$ cat src/rtl/duty_pwm_pkg.sv
package duty_pwm_pkg;

   // Register selects on the byte bus
   typedef enum logic [1:0] {
      SEL_LO    = 2'd0,
      SEL_HI    = 2'd1,
      SEL_STOP  = 2'd2,
      SEL_SPARE = 2'd3
   } reg_sel_e;

endpackage

$ cat src/rtl/duty_pwm_regs.sv
module duty_pwm_regs
   import duty_pwm_pkg::*;
#(
   parameter int BUS_W    = 8,
   parameter int DUTY_W   = 14,
   parameter int STOP_BIT = 5
) (
   input  logic              clk,
   input  logic              rst_n,
   input  logic [1:0]        bus_sel,
   input  logic              bus_wr,
   input  logic [BUS_W-1:0]  bus_wdata,
   output logic [BUS_W-1:0]  bus_rdata,
   output logic [DUTY_W-1:0] duty_cmt,
   output logic              run
);

   localparam int HI_W = DUTY_W - BUS_W;

   reg_sel_e            sel;
   logic [BUS_W-1:0]    stage_q;
   logic [DUTY_W-1:0]   cmt_q;
   logic                run_q;
   logic [BUS_W-1:0]    stop_word;

   assign sel = reg_sel_e'(bus_sel);

   always_ff @(posedge clk or negedge rst_n) begin
      if (!rst_n) begin
         stage_q <= '0;
         cmt_q   <= '0;
         run_q   <= 1'b1;
      end else if (bus_wr) begin
         case (sel)
            SEL_LO:   stage_q <= bus_wdata;
            SEL_HI:   cmt_q   <= {bus_wdata[HI_W-1:0], stage_q};
            SEL_STOP: run_q   <= bus_wdata[STOP_BIT];
            default:  ;
         endcase
      end
   end

   // Standby register image: only the module's own bit is stored
   for (genvar i = 0; i < BUS_W; i++) begin : g_stop_bit
      if (i == STOP_BIT) begin : g_live
         assign stop_word[i] = run_q;
      end else begin : g_fixed
         assign stop_word[i] = 1'b1;
      end
   end

   assign bus_rdata = (sel == SEL_STOP) ? stop_word : '1;
   assign duty_cmt  = cmt_q;
   assign run       = run_q;

   // a low-part write never moves the handed-over value
   assert_low_no_commit_R3: assert property (@(posedge clk) disable iff (!rst_n)
      (bus_wr && sel == SEL_LO) |=> $stable(duty_cmt));

   // high-part write joins its low bits with the held low part
   assert_commit_join_R4: assert property (@(posedge clk) disable iff (!rst_n)
      (bus_wr && sel == SEL_HI) |=>
         duty_cmt == {$past(bus_wdata[HI_W-1:0]), $past(stage_q)});

   // standby bit follows a write to its own position
   assert_stop_write_R7: assert property (@(posedge clk) disable iff (!rst_n)
      (bus_wr && sel == SEL_STOP) |=> run == $past(bus_wdata[STOP_BIT]));

endmodule

$ cat src/rtl/duty_pwm_gen.sv
module duty_pwm_gen #(
   parameter int DUTY_W = 14
) (
   input  logic              clk,
   input  logic              rst_n,
   input  logic              run,
   input  logic [DUTY_W-1:0] duty_cmt,
   output logic              pwm_out
);

   localparam logic [DUTY_W-1:0] CNT_MAX = '1;

   logic [DUTY_W-1:0] cnt_q;
   logic [DUTY_W-1:0] act_q;
   logic              wrap;

   assign wrap = (cnt_q == CNT_MAX);

   always_ff @(posedge clk or negedge rst_n) begin
      if (!rst_n) begin
         cnt_q <= '0;
         act_q <= '0;
      end else if (run) begin
         if (wrap) begin
            cnt_q <= '0;
            act_q <= duty_cmt;
         end else begin
            cnt_q <= cnt_q + 1'b1;
         end
      end
   end

   assign pwm_out = run && (cnt_q < act_q);

   // stopped means output low
   assert_low_when_stopped_R8: assert property (@(posedge clk) disable iff (!rst_n)
      !run |-> !pwm_out);

   // stopped counter holds its position
   assert_count_frozen_R8: assert property (@(posedge clk) disable iff (!rst_n)
      !run |=> $stable(cnt_q));

   // the active value changes only across a running wrap
   assert_adopt_at_wrap_R6: assert property (@(posedge clk) disable iff (!rst_n)
      !$stable(act_q) |-> ($past(cnt_q) == CNT_MAX && $past(run)));

endmodule

$ cat src/rtl/duty_pwm.sv
module duty_pwm #(
   parameter int BUS_W    = 8,
   parameter int DUTY_W   = 14,
   parameter int STOP_BIT = 5
) (
   input  logic             clk,
   input  logic             rst_n,
   input  logic [1:0]       bus_sel,
   input  logic             bus_wr,
   input  logic [BUS_W-1:0] bus_wdata,
   output logic [BUS_W-1:0] bus_rdata,
   output logic             pwm_out
);

   if (DUTY_W <= BUS_W) begin : g_bad_width
      $error("duty_pwm: DUTY_W must exceed BUS_W");
   end
   if (DUTY_W > 2 * BUS_W) begin : g_bad_split
      $error("duty_pwm: DUTY_W must fit in two bus words");
   end
   if (STOP_BIT < 0 || STOP_BIT >= BUS_W) begin : g_bad_stop
      $error("duty_pwm: STOP_BIT outside the bus word");
   end

   logic [DUTY_W-1:0] duty_cmt;
   logic              run;

   duty_pwm_regs #(
      .BUS_W    (BUS_W),
      .DUTY_W   (DUTY_W),
      .STOP_BIT (STOP_BIT)
   ) u_regs (
      .clk       (clk),
      .rst_n     (rst_n),
      .bus_sel   (bus_sel),
      .bus_wr    (bus_wr),
      .bus_wdata (bus_wdata),
      .bus_rdata (bus_rdata),
      .duty_cmt  (duty_cmt),
      .run       (run)
   );

   duty_pwm_gen #(
      .DUTY_W (DUTY_W)
   ) u_gen (
      .clk      (clk),
      .rst_n    (rst_n),
      .run      (run),
      .duty_cmt (duty_cmt),
      .pwm_out  (pwm_out)
   );

   // data and spare selects always read all ones
   assert_data_reads_ones_R2: assert property (@(posedge clk) disable iff (!rst_n)
      (bus_sel != 2'd2) |-> (bus_rdata == {BUS_W{1'b1}}));

endmodule

$ cat config.mk
export PLATFORM = sky130hd
export DESIGN_NAME = duty_pwm
export DESIGN_NICKNAME = d
export VERILOG_FILES = /design/src/rtl/duty_pwm_pkg.sv /design/src/rtl/duty_pwm_regs.sv /design/src/rtl/duty_pwm_gen.sv /design/src/rtl/duty_pwm.sv
export SDC_FILE = /design/constraint.sdc
export NUM_CORES = 1
export LEC_CHECK = 0
export BUFFER_PORTS_ARGS = -buffer_cell sky130_fd_sc_hd__buf_2
export CAP_MARGIN = 20
export CORE_MARGIN = 5
export CORE_UTILIZATION = 45
export CTS_CLUSTER_SIZE = 28
export DETAILED_ROUTE_END_ITERATION = 10
export PLACE_DENSITY = 0.67
export SLEW_MARGIN = 0
export SYNTH_ARGS = -nofsm -noshare
export SYNTH_HDL_FRONTEND = slang
export SYNTH_SLANG_ARGS = --single-unit
export TNS_END_PERCENT = 5
$ cat constraint.sdc
create_clock -name clk -period 3.18 [get_ports clk]
set_input_delay 0.318 -clock clk [delete_from_list [all_inputs] [get_ports clk]]
set_output_delay 0.318 -clock clk [all_outputs]
set_load 0.005 [all_outputs]
Yosys cells after proc, flatten, opt, wreduce, memory -nomap -nowiden
Index checks and enable logic that the tools add are counted.
W data, S select, Z words.
- $add $sub $neg: 1
- multipliers: 0
- div/mod/pow operators: 0
- order comparisons: 1
- eq/ne operators: 3
- shift-type cells: 0
- muxes and demuxes: 2
- bitwise gates (word level): 0
- reduce and logical (&&, ||, !) cells: 6
- operators with widths (kind ; count):
    $add A14 B1 Y14 const B ; 1
    $eq A14 B14 Y1 const B ; 1
    $lt A14 B14 Y1 ; 1
    $mux W14 ; 1
    $reduce_and A2 Y1 ; 4
    $mux W6 ; 1
    $eq A2 B1 Y1 const B ; 1
    $eq A2 B2 Y1 const B ; 1
    $logic_not A2 Y1 ; 1
    $logic_and A1 B1 Y1 ; 1
- register bits: 51
- latch bits: 0
- RAM bits: 0
- ROM bits: 0
- input bits: 13
- output and inout port bits: 9
- word-level logic and storage cells: 18
- memories kept: 0

Depth between registers and ports, before layout
Gate-level depths: netlist of run 1.
- depth after elaboration: 2
- gate-level depth with buffers: 6

Modules after synthesis
Synthesis of run 1 repeated with hierarchy kept, for this count alone.
- cell total of the unflattened synthesis: 203
- area, all modules: 2524.9 µm²
- by module, submodules not included (module ; instances ; cells each ; area each (µm²) ; seq. area each (µm²)):
    duty_pwm_gen ; 1 ; 144 ; 1566.5 ; 700.7
    duty_pwm_regs ; 1 ; 59 ; 958.4 ; 576.8

Worst setup path after synthesis of run 1
OpenSTA, ideal clock, no wires.
- path type: reg-to-reg
- start point: register u_regs.run_q, in the netlist u_regs.run
- end point: register u_gen.act_q[0]
- arrival: 1.733 ns
- required time: 3.055 ns
- setup slack: 1.322 ns
- stages on the path, launching flop included: 7
- buffers on the path: 2
- period minus slack after synthesis: 1.858 ns
- cell sequence: dfstp_2 buf_4 nand3_2 or3_4 nor2_4 buf_12 mux2_4
- word-level cells in the longest chain between the ends: 1
- RTL lines (what ; line ; source):
    start, declared ; duty_pwm_regs.sv:23 ; logic run_q;
    start signal, assigned ; duty_pwm_regs.sv:37 ; SEL_STOP: run_q <= bus_wdata[STOP_BIT];
    $reduce_and A2 Y1 (no source line) ; -- ;
    end signal, assigned ; duty_pwm_gen.sv:26 ; act_q <= duty_cmt;
    end, declared ; duty_pwm_gen.sv:14 ; logic [DUTY_W-1:0] act_q;
Every way passes these cells.
A chain may end at the register's enable or synchronous reset.

Worst setup path after layout of run 1
- start point: register u_gen.cnt_q[2]
- end point: output port pwm_out
- word-level cells in the longest chain between the ends: 2
- RTL lines (what ; line ; source):
    start, declared ; duty_pwm_gen.sv:13 ; logic [DUTY_W-1:0] cnt_q;
    start signal, assigned ; duty_pwm_gen.sv:28 ; cnt_q <= cnt_q + 1'b1;
    $lt A14 B14 Y1 ; duty_pwm_gen.sv:33 ; assign pwm_out = run && (cnt_q < act_q);
    $logic_and A1 B1 Y1 ; duty_pwm_gen.sv:33 ;
    end, declared ; duty_pwm.sv:12 ; output logic pwm_out
Every way passes these cells.

==> results list, run 1 <==
- The worst-case IR drop observed on VDD is 341 uV.
- Num CTS Buffers: 5
* Tot Pwr: approximately 1.5 mW
* Worst endpoint required time: about 2.9 ns
- In this run the cell area measured after placement is approximately 2600 um2.
- The first detailed-routing pass took 4 iterations.
- Worst Setup Slack post-DPL: roughly 0.94 ns
- After synthesis the cells add up to 2530 um2.
- Number of setup buffers added after CTS: 0
- Max Buffers Root-to-Sink: 2
* Final RePlAce weighted congestion: a little under 0.8
- Max-cap violations in this run came to 0.
- The worst setup path is of the flip-flop to output port kind.
- At the end of the flow, the number of nets in the layout was ~240.
- Peak Freq: around 0.44 GHz
- Total count of hold-check failures in the final report: 0
- On the worst path, the slowest cell contributes a delay of 0.47 ns.
- Highest-count cells in the layout ignoring fill and taps: sky130_fd_sc_hd__dfrtp_1 (50), sky130_fd_sc_hd__mux2_2 (23), sky130_fd_sc_hd__inv_1 (17)
* Core area: 5470 um2
* Effective utilization at floorplan: a little under half
- After detailed routing, the number of vias per cell comes to between 5 and 6.
- Yosys cell types: 37
* Final global-route overflow total: 0
* Sinks on the clock net: slightly above 50
- Sum of routed wire length over all layers: 4.13 mm
- Port buffer count: 14
- Hold Buf Count CTS: 0
- Cell Pwr Density: 546 nW/um2
- Instance count after placement with tap cells included: about 280
- Final min period: around 2.3 ns
* Post-route fraction of the period consumed by the critical path: 71.0%
- Total stage count of the critical path: 6
- Die extent in x: ~85 um
- Cell count after synthesis: 200
- Type of the tightest min-delay check: primary input to asynchronous set/reset pin
* Antenna violations before repair: 0
- Largest net degree at the start of global routing: 33
* Share of post-route cells with drive strength above 1: between 30% and 40%
- Final setup fails: 0
- CP endpoint kind: output port
* Worst-path cell with the longest stage delay: sky130_fd_sc_hd__dfrtp_1
- Antenna diodes: 0
- Detailed placer's ending HPWL: around 3.2 mm
- The worst register-to-register path has a depth of 4.
* Vias in the first global route: 1451
- The analysis attributes to cell leakage a power of roughly 1.2 nW.
- The first global-routing pass estimated roughly 7 mm of wire.
- Number of DRC markers after the initial detailed-route iteration: slightly below 70
* Ports placed on the boundary: 22
- Data on the critical path arrives at its endpoint at 1.94 ns.
- Critical path launch point type: flip-flop
- Among cell families on the critical path, the largest total delay comes from compound AO/OA/AOI/OAI gates.
* Slew at the pin closest to its max-slew limit: ~0.71 ns
* Layout area overhead: 7.12%
- The count of final max-slew check failures is 0.
- Setup total negative slack on the finished layout was measured at 0 ns.
* Post-route DRC: 0
- Average footprint of a synthesized cell: about 13 um2
* Residual antenna-violating net count after detailed routing: 0
- Hold is met by 0.0593 ns.
- Clock-pin slew was measured on the worst setup and hold paths at 0.09 ns.
* GRT Resource Usage Total: 12.3%
- Detailed routing inserted a total of roughly 1500 vias.
- Total Die Area: between 7000 and 8000 um2
- Dividing the detail-routed wire length by the instance count gives between 10 and 15 um.
- TritonCTS built the clock tree.
* Fillers: about 500
- After synthesis the netlist holds a flip-flop and latch count of 51.
* Number of cell rows: 27
* Result of the run: finished, final reports clean
- Critical path peak fanout: 6
- In this run the tightest slew margin relative to its limit is 52.5%.
- The later pin in the worst-skew pair is clocked with a latency of approximately 0.30 ns.
- Number of warnings reported in the yosys synthesis log: 0
- Setup repair after global routing left no endpoint under its margin.
- The die is ~85 um tall.
* Commonest non-fill, non-tap cell in the layout: sky130_fd_sc_hd__dfrtp_1
- The clock arrives with 0.00249 ns of skew.
- Counting both buffers and inverters, the worst setup path holds a total of 1.
* Sequence of cells on the critical path: ha_1, a21o_1, a31oi_1, o21ai_0, a21oi_1, buf_2
* Finished Cell Area: 2710 um2
- Final setup slack of the worst path: around 0.9 ns
- Number of H-tree levels: 2
* Final non-filler cell total: slightly below 300
* CTS Root Cell: sky130_fd_sc_hd__clkbuf_8
- For this run, the share of the core covered by cells in the final layout is 49.5%.
- Sequential fraction of the synthesis area: 50.5%
* Post-cts gate resize count: 0
path summary, 6_finish.rpt:
check,startpoint,to,slack (ns)
worst max-delay path,u_gen.cnt_q[2]$_DFFE_PN0P_,pwm_out,0.92
worst min-delay path,rst_n,u_gen.cnt_q[4]$_DFFE_PN0P_,0.06
worst max register to register,u_regs.run$_DFFE_PN1P_,u_gen.act_q[13]$_DFFE_PN0P_,0.94
worst min register to register,u_regs.duty_cmt[1]$_DFFE_PN0P_,u_gen.act_q[1]$_DFFE_PN0P_,0.50
max in group asynchronous,rst_n,u_gen.act_q[7]$_DFFE_PN0P_,2.40
min in group clk,bus_wdata[7],u_regs.stage_q[7]$_DFFE_PN0P_,0.25
sequential cells by signal (all words and copies together) (netlist names):
name and flops:
u_gen.act_q 14, u_regs.stage_q 8, u_regs.duty_cmt 14, u_regs.run 1, u_gen.cnt_q 14
cell type report:
cell class | instances | area, um2 | area share (%)
clock buffers | 6 | 72.6 | 2.68
clock inverters | 2 | 17.5 | 0.646
inverters | 17 | 63.8 | 2.35
multi-input cells | 127 | 1110 | 41.0
flip-flops and latches | 51 | 1280 | 47.1
well taps | 72 | 90.1 | 3.32
repair buffers | 15 | 77.6 | 2.86
power by group:
part           internal [mW]  switching (mW)
Combinational          0.147           0.116
Clock                  0.158           0.214
Sequential             0.752          0.0920
metal layers:
layer / GRT usage, % / vias up / wire length (um)
met1: 17.4 / 716 / 2010
li1: - / 712 / -
met2: 18.6 / 34 / 1960
met5: 0 / - / 0
met4: 3.02 / 0 / 12
met3: 3.30 / 2 / 149
cell usage after synthesis:
cell type,count,area (um2)
sky130_fd_sc_hd__dfrtp_1,50,1250
sky130_fd_sc_hd__mux2_2,23,259
sky130_fd_sc_hd__inv_1,17,63.8
sky130_fd_sc_hd__ha_1,14,175
sky130_fd_sc_hd__mux2_4,14,210
sky130_fd_sc_hd__nand2_1,10,37.5
sky130_fd_sc_hd__nor2_1,10,37.5
sky130_fd_sc_hd__buf_4,8,60.1
sky130_fd_sc_hd__xnor2_1,8,70.1
sky130_fd_sc_hd__a21oi_1,5,25.0
sky130_fd_sc_hd__nand4_1,4,25.0
sky130_fd_sc_hd__xor2_1,4,35.0
sky130_fd_sc_hd__nand3_1,3,15.0
sky130_fd_sc_hd__nor4_1,3,18.8
sky130_fd_sc_hd__a21o_1,2,15.0
sky130_fd_sc_hd__nand3_2,2,20.0
sky130_fd_sc_hd__nand3b_1,2,15.0
sky130_fd_sc_hd__nor3_1,2,10.0
sky130_fd_sc_hd__a2bb2oi_1,1,8.76
sky130_fd_sc_hd__a31oi_1,1,6.26
sky130_fd_sc_hd__buf_12,1,20.0
sky130_fd_sc_hd__buf_2,1,5.00
sky130_fd_sc_hd__buf_8,1,15.0
sky130_fd_sc_hd__conb_1,1,3.75
sky130_fd_sc_hd__dfstp_2,1,26.3
sky130_fd_sc_hd__mux2i_1,1,10.0
sky130_fd_sc_hd__nand2b_1,1,6.26
sky130_fd_sc_hd__nor2_4,1,11.3
sky130_fd_sc_hd__nor3b_2,1,12.5
sky130_fd_sc_hd__o2111ai_1,1,8.76
sky130_fd_sc_hd__o21a_1,1,7.51
sky130_fd_sc_hd__o21ai_0,1,5.00
sky130_fd_sc_hd__o22ai_1,1,6.26
sky130_fd_sc_hd__o41ai_1,1,8.76
sky130_fd_sc_hd__or2_2,1,6.26
sky130_fd_sc_hd__or3_4,1,11.3
sky130_fd_sc_hd__or3b_2,1,8.76
cell families after synthesis:
| group | after synthesis | share of synthesized area, % |
|---|---|---|
| multiplexers | 38 | 18.9 |
| flip-flops | 51 | 50.5 |
| other | 1 | 0.148 |
| AO/OA/AOI/OAI | 14 | 3.61 |
| AND/OR/NAND/NOR | 42 | 9.29 |
| adder cells (fa/ha/maj) | 14 | 6.92 |
| buffers and inverters | 28 | 6.48 |
| XOR/XNOR | 12 | 4.15 |
Power figures use the tool's default switching activity.
==> run 2: changes to the inputs <==
clock period = 2.3 ns   (was 3.18 ns; I/O delays follow)
==> results list, run 2 (synthesis gave the netlist of run 1 again) <==
- Registers take around 1300 um2.
- Largest net degree at the start of global routing: 35
* Final global-route overflow total: 0
- CTS built an H-tree with a depth of 2.
- Vias in the first global route: about 1400
- Cell Pwr Density: about 750 nW/um2
* Final #Nets: between 200 and 250
* Number of cell rows: 27
- CTS Root Cell: sky130_fd_sc_hd__clkbuf_8
- Commonest non-fill, non-tap cell in the layout: sky130_fd_sc_hd__dfrtp_1
- Dividing the detail-routed wire length by the instance count gives roughly 14 um.
- 0 antenna diodes ended up in the layout.
- Residual antenna-violating net count after detailed routing: 0
- Setup repair after global routing left no endpoint under its margin.
- Static power due to leakage: approximately 1.2 nW
* Worst slew margin relative to its limit: a little over half
- The number of antenna violations at the first check in global routing is 0.
* Crit Reg-Reg Startpoint: u_regs.run$_DFFE_PN1P_
- Global routing used about 13% of the available tracks across all layers.
* Layout area overhead: 8.35%
* Hold Buf Count CTS: 1
- For the pin with the worst max-slew slack, the measured transition is between 0.7 and 0.8 ns.
- Measured on the finished design, the core utilization comes to between 50% and 60%.
* Total count of hold-check failures in the final report: 0
- First-pass detailed-route iteration total: 4
* Max Buffers Root-to-Sink: 2
* Detailed placer's ending HPWL: between 3 and 4 mm
* Sinks on the clock net: between 50 and 60
* Slack of the worst reg-to-reg path: about 0.34 ns
- In the layout the commonest cells are sky130_fd_sc_hd__dfrtp_1 (50), sky130_fd_sc_hd__mux2_2 (23), sky130_fd_sc_hd__inv_1 (17).
- TritonCTS built the clock tree.
* Tot Pwr: roughly 2.1 mW
- Die Y: roughly 85 um
- Clock slew seen by the registers of the worst setup and hold paths: around 0.1 ns
- Setup violations remaining at the end of the flow were counted as 0.
* Post-cts gate resize count: 0
* Num CTS Buffers: 5
- For the worst setup path, the data required time is just over 2 ns.
- The worst path uses 96.3% of the clock period.
* Total Die Area: roughly 7200 um2
- The worst register-to-register path has a depth of 5.
* Worst Hold End: u_regs.stage_q[7]$_DFFE_PN0P_
- Core area: 5470 um2
* Share of post-route cells with drive strength above 1: approximately a third
- The count of final max-slew check failures was 0.
- Peak supply drop: roughly 520 uV
* Wire length of the first global-routing pass: approximately 7.3 mm
* Vias per Instance: 4.90
- Adding up every negative setup slack in the final design gives 0 ns.
* Ports placed on the boundary: 22
- Number of DRC markers after the initial detailed-route iteration: 62
- Across the run, the number of max-cap violations was 0.
* Area occupied by multi-input gates: between 1000 and 1500 um2
- The routed layout has approximately 1400 vias.
- At the later pin of the worst-skew pair, clock insertion delay measures around 0.31 ns.
* Critical path peak fanout: 6
* Sum of routed wire length over all layers: around 4.2 mm
* Critical path launch point type: flip-flop
* Worst Hold Depth: 2
- By startpoint and endpoint, the worst setup path is classified as flip-flop to output port.
- Final RePlAce weighted congestion: around 0.85
* Number of setup buffers added after CTS: 0
- For this configuration, the core starts out at a cell density of a little under half.
* Die extent in x: roughly 85 um
- The filler cells instantiated in the layout total a little under 500.
- The worst path needs about 2.2 ns of the cycle, external delays included.
- The run finished with clean final reports.
- The path class of the tightest hold or removal check is primary input to flip-flop.
- Peak Freq: 0.451 GHz
- Setup skew after layout: about 0.010 ns
* Terminus of the critical flop-to-flop path: u_gen.act_q[1]$_DFFE_PN0P_
- STA classifies the critical path endpoint as an output port.
- Signal arrival time at the worst endpoint: slightly below 2 ns
* Beginning of the worst hold path: bus_wdata[7]
- For this run, design rule violations remaining after detail routing come to 0.
- Port buffer count: 14
==> run 2: changes by cell type in the layout (fill, tap and decap cells not counted) <==
| cell | change |
|---|---|
| sky130_fd_sc_hd__buf_12 | +1 |
| sky130_fd_sc_hd__clkbuf_1 | -1 |
| sky130_fd_sc_hd__clkinv_2 | +1 |
| sky130_fd_sc_hd__clkinv_4 | -1 |
| sky130_fd_sc_hd__dlygate4sd3_1 | +1 |
| sky130_fd_sc_hd__inv_6 | +1 |
==> run 2: layer usage <==
metal  vias up  part of all wire (%)  GRT usage, %
met1       689                    51          19.1
met4         0                   1.4          6.04
met3         5                   4.3          2.62
met2        27                    43          17.4
li1        709                     -             -
met5         -                     0             0
==> run 2: cell type report <==
type	count	share of cell area, %
repair buffers	17	3.92
multi-input cells	127	40.6
clock inverters	3	0.821
well taps	72	3.28
inverters	17	2.33
clock buffers	5	2.51
flip-flops and latches	51	46.6
==> run 2: power by group <==
group | total (mW) | leakage, nW | internal [mW] | switching, mW
clock network | 0.530 | 0.0485 | 0.218 | 0.312
logic | 0.366 | 0.541 | 0.205 | 0.162
registers | 1.17 | 0.654 | 1.04 | 0.127
total | 2.06 | 1.24 | 1.46 | 0.600
==> run 2: worst max path at each step <==
stage,cells after the start,to,start,slack (ns)
6_report,6,pwm_out,u_gen.cnt_q[2]$_DFFE_PN0P_,0.09
3_3_place_gp,5,u_gen.act_q[10]$_DFFE_PN0P_,u_regs.run$_DFFE_PN1P_,0.41
3_5_place_dp,6,u_gen.act_q[1]$_DFFE_PN0P_,u_gen.cnt_q[1]$_DFFE_PN0P_,0.37
4_1_cts,6,pwm_out,u_gen.cnt_q[2]$_DFFE_PN0P_,0.1
2_1_floorplan,6,u_gen.act_q[0]$_DFFE_PN0P_,u_regs.run$_DFFE_PN1P_,0.44
5_1_grt,6,pwm_out,u_gen.cnt_q[2]$_DFFE_PN0P_,0.02
==> run 2: worst max-delay path, stage by stage, from the launching register on <==
cell and delay [ns]:
sky130_fd_sc_hd__dfrtp_1 0.48, sky130_fd_sc_hd__ha_1 0.32, sky130_fd_sc_hd__a21o_1 0.18, sky130_fd_sc_hd__a31oi_1 0.18, sky130_fd_sc_hd__o21ai_0 0.13, sky130_fd_sc_hd__a21oi_1 0.23, sky130_fd_sc_hd__buf_2 0.16
==> run 2: per-stage QoR <==
| stage | instances | area (um2) | worst slack [ns] | hold slack (ns) |
|---|---|---|---|---|
| CTS | 292 | 2740 | 0.0981 | 0.134 |
| detailed placement | 283 | 2640 | 0.369 | 0.192 |
| global route | 292 | 2740 | 0.0155 | 0.142 |
| floorplan | 206 | 2550 | 0.442 | -0.0656 |
| global placement | 283 | 2640 | 0.407 | 0.184 |
| finish | 292 | 2740 | 0.0850 | 0.150 |
==> run 3: changes to the inputs <==
==> constraint.sdc (replaced) <==
create_clock -name clk -period 2.3 [get_ports clk]
set_input_delay 0.115 -clock clk [delete_from_list [all_inputs] [get_ports clk]]
set_output_delay 0.115 -clock clk [all_outputs]
set_load 0.005 [all_outputs]
==> results list, run 3 (synthesis gave the netlist of run 1 again) <==
- Crit Reg-Reg Startpoint: u_regs.run$_DFFE_PN1P_
* Hold Buf Count CTS: 1
* Fillers: 500
- Clock-pin slew was measured on the worst setup and hold paths at around 0.090 ns.
- Vias post-DR: 1466
* Clock Latency Late Sink: 0.31 ns
- In this run the worst path has a maximum fanout of 6.
* Result of the run: finished, final reports clean
- The worst hold path passes through 2 cells.
- The worst setup path is captured at an output port.
- The floorplan has 27 rows.
- Beginning of the worst hold path: bus_wdata[6]
- The path with the worst hold slack has its endpoint at u_regs.stage_q[6]$_DFFE_PN0P_.
- Area occupied by multi-input gates: around 1100 um2
- In this run the power density over the cells is between 700 and 800 nW/um2.
* GRT Resource Usage Total: 12.6%
- Slack of the worst reg-to-reg path: roughly 0.34 ns
- Mean routed wirelength per cell: 14.1 um
- The congestion estimate from routability-driven global placement came to approximately 0.85.
- The worst setup path is of the flip-flop to output port kind.
- Summed over all cells, the static leakage comes to about 1.2 nW.
* Total Die Area: roughly 7200 um2
* Ports placed on the boundary: 22
* Worst-path cell with the longest stage delay: sky130_fd_sc_hd__dfrtp_1
- Entering global routing, the biggest net connects 29 pins.
- Across the routed clock network, the largest skew measured is 0.00889 ns.
- The first detailed-routing pass ran for 4 iterations.
- Summing all flip-flop and latch instances after layout gives approximately 1300 um2.
- Worst endpoint required time: about 2.2 ns
* Terminus of the critical flop-to-flop path: u_gen.act_q[3]$_DFFE_PN0P_
* Layout area overhead: 8.11%
- Antenna violations before repair: 0
* Commonest non-fill, non-tap cell in the layout: sky130_fd_sc_hd__dfrtp_1
- The largest single stage delay on the critical path is roughly 0.47 ns.
- The count of final max-slew check failures is 0.
- Signal arrival time at the worst endpoint: between 1.5 and 2 ns
- Number of H-tree levels: 2
- After global routing the overflow that remains totals 0.
* Share of post-route cells with drive strength above 1: 31.2%
- The cell family contributing the most delay on the critical path is compound AO/OA/AOI/OAI gates.
- Number of DRC markers after the initial detailed-route iteration: approximately 130
- Max-capacitance violation count: 0
- The core region is between 5000 and 6000 um2.
- Final min period: approximately 2.1 ns
* Max Buffers Root-to-Sink: 2
* Final #Nets: roughly 250
- Setup TNS Final: 0 ns
- Number of setup buffers added after CTS: 0
- Total count of hold-check failures in the final report: 0
- Final non-filler cell total: a little under 300
- The final critical path takes up 90.1% of the cycle.
* Peak supply drop: just under 500 uV
- The floorplan step set the die height to 85 um.
- Setup violations remaining at the end of the flow were counted as 0.
- The die is approximately 85 um wide.
- At the pin with the least slew margin, the transition time is between 0.7 and 0.8 ns.
- Using the TritonRoute via totals, the vias-per-cell ratio works out to approximately 5.0.
- The number of placed instances, taps included, is roughly 280.
* Unrepaired setup endpoints after global routing: false
* Worst slew margin relative to its limit: between 50% and 60%
* Residual antenna-violating net count after detailed routing: 0
- Traced cell by cell, the critical path runs through ha_1, a21o_1, a31oi_1, o21ai_0, a21oi_1, buf_2.
* Antenna diodes: 0
* Vias in the first global route: ~1500
- For this design, the sink count on the clock tree is 51.
* Effective utilization at floorplan: ~46%
- For this run, the top clock speed supported by timing is between 0.4 and 0.5 GHz.
* Detailed placer's ending HPWL: slightly above 3 mm
* Post-cts gate resize count: 0
- In the layout the commonest cells are sky130_fd_sc_hd__dfrtp_1 (50), sky130_fd_sc_hd__mux2_2 (23), sky130_fd_sc_hd__inv_1 (17).
- CTS Root Cell: sky130_fd_sc_hd__clkbuf_8
- The tightest min-delay check is of the primary input to flip-flop type.
* Tot Pwr: approximately 2.1 mW
* Port buffer count: 14
* Sum of routed wire length over all layers: around 4.1 mm
- Num CTS Buffers: 5
- The worst setup path is launched from a flip-flop.
* Cell depth of the worst flop-to-flop path: 5
- Critical path buffer and inverter count: 1
* Wire length of the first global-routing pass: 7.20 mm
* Post-route DRC: 0
* Clock tree from TritonCTS: done
## run 3: layer usage
metal	GRT usage (%)	wire [um]	vias up
met5	0	0	-
met4	5.61	86	0
met3	2.82	146	8
met2	19.1	1860	22
met1	17.4	2040	723
li1	-	-	713
## run 3: power breakdown
| part | switching (mW) | leakage [nW] | internal [mW] |
|---|---|---|---|
| Combinational | 0.163 | 0.544 | 0.205 |
| Sequential | 0.126 | 0.654 | 1.04 |
| Clock | 0.309 | 0.0454 | 0.219 |
| Total | 0.597 | 1.24 | 1.46 |
## run 3: how the worst max path moves through the flow
stage	slack (ns)	from	to	cells after the start
2_1_floorplan	0.44	u_regs.run$_DFFE_PN1P_	u_gen.act_q[0]$_DFFE_PN0P_	6
3_3_place_gp	0.40	u_regs.run$_DFFE_PN1P_	u_gen.act_q[6]$_DFFE_PN0P_	5
5_1_grt	0.14	u_gen.cnt_q[2]$_DFFE_PN0P_	pwm_out	6
6_report	0.23	u_gen.cnt_q[2]$_DFFE_PN0P_	pwm_out	6
3_5_place_dp	0.35	u_regs.run$_DFFE_PN1P_	u_gen.act_q[3]$_DFFE_PN0P_	5
4_1_cts	0.20	u_gen.cnt_q[2]$_DFFE_PN0P_	pwm_out	6
## run 3: final cells by class
type | instances | share of cell area (%)
Sequential cell | 51 | 46.7
Multi-Input combinational cell | 127 | 40.6
Timing Repair Buffer | 18 | 3.75
Tap cell | 72 | 3.29
Clock buffer | 6 | 2.65
Inverter | 17 | 2.33
Clock inverter | 2 | 0.640
## run 3: through the flow
| stage | util, % | instance area (um2) | hold WS, ns | setup slack [ns] |
|---|---|---|---|---|
| after floorplan | - | 2550 | -0.181 | 0.442 |
| after global placement | 48.2 | 2640 | 0.162 | 0.397 |
| final | 50.0 | 2740 | 0.0295 | 0.228 |
| after detailed placement | 48.2 | 2640 | 0.167 | 0.354 |
| after CTS | 50.0 | 2740 | 0.0254 | 0.201 |
| after global routing | 50.0 | 2740 | 0.0383 | 0.139 |
